--- src/rtl/btb_predictor.sv ---
module btb_predictor #(
  parameter int ADDR_W = 32,
  parameter int IDX_W  = 4
) (
  input  logic              clk,
  input  logic              rst_n,
  input  logic [ADDR_W-1:0] fetch_pc,
  output logic              pred_taken,
  output logic [ADDR_W-1:0] pred_npc,
  input  logic              upd_valid,
  input  logic [ADDR_W-1:0] upd_pc,
  input  logic              upd_taken,
  input  logic [ADDR_W-1:0] upd_target
);
  localparam int ENTRIES = 1 << IDX_W;
  localparam int TAG_W   = ADDR_W - IDX_W - 2;

  logic [ENTRIES-1:0] vld_q;
  logic [TAG_W-1:0]   tag_q [ENTRIES];
  logic [ADDR_W-1:0]  tgt_q [ENTRIES];
  logic [1:0]         ctr_q [ENTRIES];

  logic [IDX_W-1:0] f_idx, u_idx;
  logic [TAG_W-1:0] f_tag, u_tag;
  logic             f_hit, u_hit;
  logic [1:0]       u_ctr_nxt;

  assign f_idx = fetch_pc[IDX_W+1:2];
  assign f_tag = fetch_pc[ADDR_W-1:IDX_W+2];
  assign u_idx = upd_pc[IDX_W+1:2];
  assign u_tag = upd_pc[ADDR_W-1:IDX_W+2];

  assign f_hit      = vld_q[f_idx] && (tag_q[f_idx] == f_tag);
  assign u_hit      = vld_q[u_idx] && (tag_q[u_idx] == u_tag);
  assign pred_taken = f_hit && ctr_q[f_idx][1];
  assign pred_npc   = pred_taken ? tgt_q[f_idx] : fetch_pc + ADDR_W'(4);

  always_comb begin
    u_ctr_nxt = ctr_q[u_idx];
    if (upd_taken && ctr_q[u_idx] != 2'b11)       u_ctr_nxt = ctr_q[u_idx] + 2'b01;
    else if (!upd_taken && ctr_q[u_idx] != 2'b00) u_ctr_nxt = ctr_q[u_idx] - 2'b01;
  end

  always_ff @(posedge clk) begin
    if (!rst_n) begin
      vld_q <= '0;
      for (int i = 0; i < ENTRIES; i++) begin
        tag_q[i] <= '0;
        tgt_q[i] <= '0;
        ctr_q[i] <= 2'b00;
      end
    end else if (upd_valid) begin
      if (u_hit) begin
        ctr_q[u_idx] <= u_ctr_nxt;
        if (upd_taken) tgt_q[u_idx] <= upd_target;
      end else if (upd_taken) begin
        vld_q[u_idx] <= 1'b1;
        tag_q[u_idx] <= u_tag;
        tgt_q[u_idx] <= upd_target;
        ctr_q[u_idx] <= 2'b10;
      end
    end
  end

  for (genvar i = 0; i < ENTRIES; i++) begin : g_chk
    AST_CTR_UP: assert property (@(posedge clk) disable iff (!rst_n)
      (upd_valid && u_idx == IDX_W'(i) && u_hit && upd_taken)
      |=> (ctr_q[i] >= $past(ctr_q[i]) && ctr_q[i] != 2'b00));
    AST_CTR_DN: assert property (@(posedge clk) disable iff (!rst_n)
      (upd_valid && u_idx == IDX_W'(i) && u_hit && !upd_taken)
      |=> (ctr_q[i] <= $past(ctr_q[i]) && ctr_q[i] != 2'b11 && $stable(tgt_q[i])));
    AST_INSTALL: assert property (@(posedge clk) disable iff (!rst_n)
      (upd_valid && u_idx == IDX_W'(i) && !u_hit && upd_taken)
      |=> (vld_q[i] && ctr_q[i] == 2'b10 && tgt_q[i] == $past(upd_target)));
    AST_NO_ALLOC: assert property (@(posedge clk) disable iff (!rst_n)
      (upd_valid && u_idx == IDX_W'(i) && !u_hit && !upd_taken)
      |=> ($stable(vld_q[i]) && $stable(ctr_q[i]) && $stable(tag_q[i])));
    AST_QUIET: assert property (@(posedge clk) disable iff (!rst_n)
      !(upd_valid && u_idx == IDX_W'(i))
      |=> ($stable(vld_q[i]) && $stable(ctr_q[i]) && $stable(tgt_q[i])));
  end
endmodule

--- config.mk ---
export PLATFORM = sky130hd
export DESIGN_NAME = btb_predictor
export DESIGN_NICKNAME = d
export VERILOG_FILES = /design/src/rtl/btb_predictor.sv
export SDC_FILE = /design/constraint.sdc
export NUM_CORES = 2
export LEC_CHECK = 0
export ABC_AREA = 0
export CAP_MARGIN = 30
export CORE_ASPECT_RATIO = 1.1
export CORE_MARGIN = 8
export CORE_UTILIZATION = 45
export CTS_BUF_LIST = sky130_fd_sc_hd__clkbuf_8
export DETAILED_ROUTE_END_ITERATION = 10
export PLACE_DENSITY = 0.63
export SETUP_SLACK_MARGIN = 0.05
export SLEW_MARGIN = 10
export SYNTH_ARGS = -nofsm -noshare
export SYNTH_HDL_FRONTEND = slang
export SYNTH_SLANG_ARGS = --single-unit
--- constraint.sdc ---
create_clock -name clk -period 7.56 [get_ports clk]
set_input_delay 1.89 -clock clk [delete_from_list [all_inputs] [get_ports clk]]
set_output_delay 1.89 -clock clk [all_outputs]
set_load 0.005 [all_outputs]
==> run summary <==
GR Util met2 - 0.433
GRT Residual Overflow - 0
Top cell type's share of synthesized area - 0.578
Switching Fraction - 0.264
Combinational power share - 0.124
Post-synth EDFFs - 960
Drt total wl - 171000 µm
Starting Density - 0.452
Nets - 3553
Post-CTS Hold Buffers - 0
Initial antenna violation count - 18
Die Y - 365 µm
Crit-path max cell delay - 0.61 ns
Share of cells above drive strength 1 - 0.258
Critical R2R Launch - tag_q[15][17]$_SDFFCE_PN0P_
Worst hold slack - 0.484 ns
Ports - 133
Post-DR vias/cell - 6.74
Hold Vio Cnt, Final - 0
First-pass GRT wire length - 243000 µm
Hold Startpoint - vld_q[8]$_SDFFE_PN0P_
Average size of a mapped cell - 14.9 µm²
#FFs+latches synth - 976
Worst Max-Slew Pin Slew - 1.02 ns
CP Class - primary input to output port
Pleak - 21.9 nW
RSZ-0062 raised after global routing - yes
Clock Sinks - 976
Clock skew - 0.0538 ns
Worst-path fanout max - 8
WP data required - 5.67 ns
Clk root buf - clkbuf_8
Share of power burned in registers - 0.517
H-tree levels - 4
Yosys warns - 0
FP Rows - 128
Ys async rst share - 0
Post-synth top cells - edfxtp_1 (960), and3_1 (683), mux4_2 (394)
Max_cap viols - 0
PortBufs - 130
Clk pwr share - 0.359
Largest net degree at the start of global routing - 187
Most used cell, CP - buf_12
Final Setup Violations - 0
Cells after synthesis - 3344
Final Wtd Congestion - 0.913
GRT met3 Usage - 0.0835
Synth cell types - 65
Area growth, synth to finish - 14.2%
Dominant cell type by area after synthesis - edfxtp_1
GR Util All Layers - 0.275
Synth top area cells - edfxtp_1 (58%), mux4_2 (18%), and3_1 (8.6%), clkbuf_1 (2.3%), nor3_1 (1.8%)
Achievable frequency - 0.133 GHz
Switching power summed over all nets - 0.00323 W
Syn Std Cell Area - 49800 µm²
Relative slew margins - 0.300
Clock transition at path regs - 0.05 ns
PwrDens - 216 nW/µm²
DRC - 0
Die width - 333 µm
Top-count cell post-synth - edfxtp_1
HP Class - flop to flop
Pwr Total - 0.0123 W
CTS tree - built
Sequential share of the synthesized area - 0.585
Clock tree buffer depth - 3
Run status - completed
TNS Setup - 0 ns
Core region area - 110000 µm²
WP data arrival - 5.63 ns
VDD IR max - 0.153 mV
Final period utilization - 0.995
DR iter-0 viols - 4839
Critical-path cell list - buf_16, buf_12, buf_12, mux4_2, mux4_2, xor2_2, nor4_4, buf_4, nand4_1, or4_4, buf_12, buf_16, mux2_4, dlygate4sd2_1
Vias in the first global route - 34000
Final min period - 7.52 ns
Most used routing layer - met2
Net count after synthesis - 3447
CTS Buf Count - 164
Slew Viols, Final - 0
Wirelength per Cell - 34.1 µm
Ys flop type - edfxtp_1
Clk_lat worst skew - 0.88 ns
Drt pass-1 iters - 6
Routed Antenna Nets - 0
# fillers - 9070
CP startpoint - fetch_pc[2]
CP max stage cell - mux4_2
Via count - 33800
Crit path launch type - primary input
Design internal power - 0.00903 W
Critical path endpoint category - output port
Routing usage on met1 - 0.352
Die area - 122000 µm²
DP HPWL - 101000 µm
## per-stage QoR
stage / instance area, µm² / setup WS, ns / utilization / instances
final: 56900 / 0.0403 / 0.516 / 5019
after global routing: 56900 / -0.00490 / 0.516 / 5012
after CTS: 56700 / 0.0697 / 0.514 / 5004
after detailed placement: 53500 / -0.639 / 0.484 / 4696
after global placement: 53200 / -0.656 / 0.482 / 4687
after floorplan: 49800 / 0.681 / - / 3344
## registers in the layout, summed over array words and instances, names as in the netlist
register  cells
ctr_q        32
vld_q        16
tgt_q       512
tag_q       416
## final timing paths
kind                                                   to  slack, ns  depth (start not counted)
worst min-delay path                vld_q[8]$_SDFFE_PN0P_       0.48                          2
worst max-delay path                         pred_npc[11]       0.04                         14
worst min register to register      vld_q[8]$_SDFFE_PN0P_       0.48                          2
worst max register to register  ctr_q[2][1]$_SDFFCE_PN0P_       2.87                          9
## cell families after synthesis
group                      share of synthesized area
and+or+nand+nor                                0.140
DFF                                            0.585
muxes                                          0.206
buffers and inverters                         0.0347
AOI/OAI and AO/OA                             0.0195
xor gates and xnor gates                      0.0148
adders and majority gates                   0.000753
## placed cells by master (no fill, tap or decap), types with 31 or more instances in the layout
cell type	netlist	routed
mux4_2	394	394
buf_4	17	155
inv_1	13	72
nand3_1	42	41
nor3_1	180	180
and3_1	683	682
and2_1	103	102
edfxtp_1	960	960
xnor2_1	54	53
dlygate4sd2_1	0	31
buf_12	0	32
nand2_1	93	77
clkdlybuf4s50_1	0	88
clkbuf_8	0	166
nor2_1	51	41
mux2i_1	78	76
clkinv_1	6	44
## power groups by stage
stage / combinational, W / sequential, W / clock (W)
final: 0.00152 / 0.00635 / 0.00440
after global routing: 0.00157 / 0.00637 / 0.00466
after CTS: 0.00149 / 0.00634 / 0.00444
after detailed placement: 0.00147 / 0.00645 / 0
after global placement: 0.00144 / 0.00642 / 0
after floorplan: 0.000863 / 0.00640 / 0
## worst max-delay path: cells and delay by family
family / cells / cell delay [ns]
AND/OR/NAND/NOR: 3 / 1.01
buffers and inverters: 7 / 1.10
multiplexers: 3 / 1.39
XOR/XNOR: 1 / 0.23
## per-layer routing
| metal | wire length (µm) | part of all wire |
|---|---|---|
| met5 | 46 | 0.00027 |
| met4 | 8480 | 0.050 |
| met3 | 22000 | 0.13 |
| met2 | 78800 | 0.46 |
| met1 | 61700 | 0.36 |
## cell type report
class	count	area (µm²)	share of cell area
diodes	10	25.0	0.000440
clock buffers	165	2270	0.0399
clock inverters	130	707	0.0124
inverters	22	82.6	0.00145
multi-input cells	1953	19400	0.340
flip-flops and latches	976	29100	0.512
well taps	1430	1790	0.0314
repair buffers	333	3520	0.0619
## timing repair
action / CTS / global route
gates resized for setup: 54 / 14
setup endpoints to repair: 33 / 33
gates cloned: 3 / 1
pin swaps: 2 / 0
buffers inserted: 10 / 2
No activity file was read; power rests on OpenSTA's default activity.
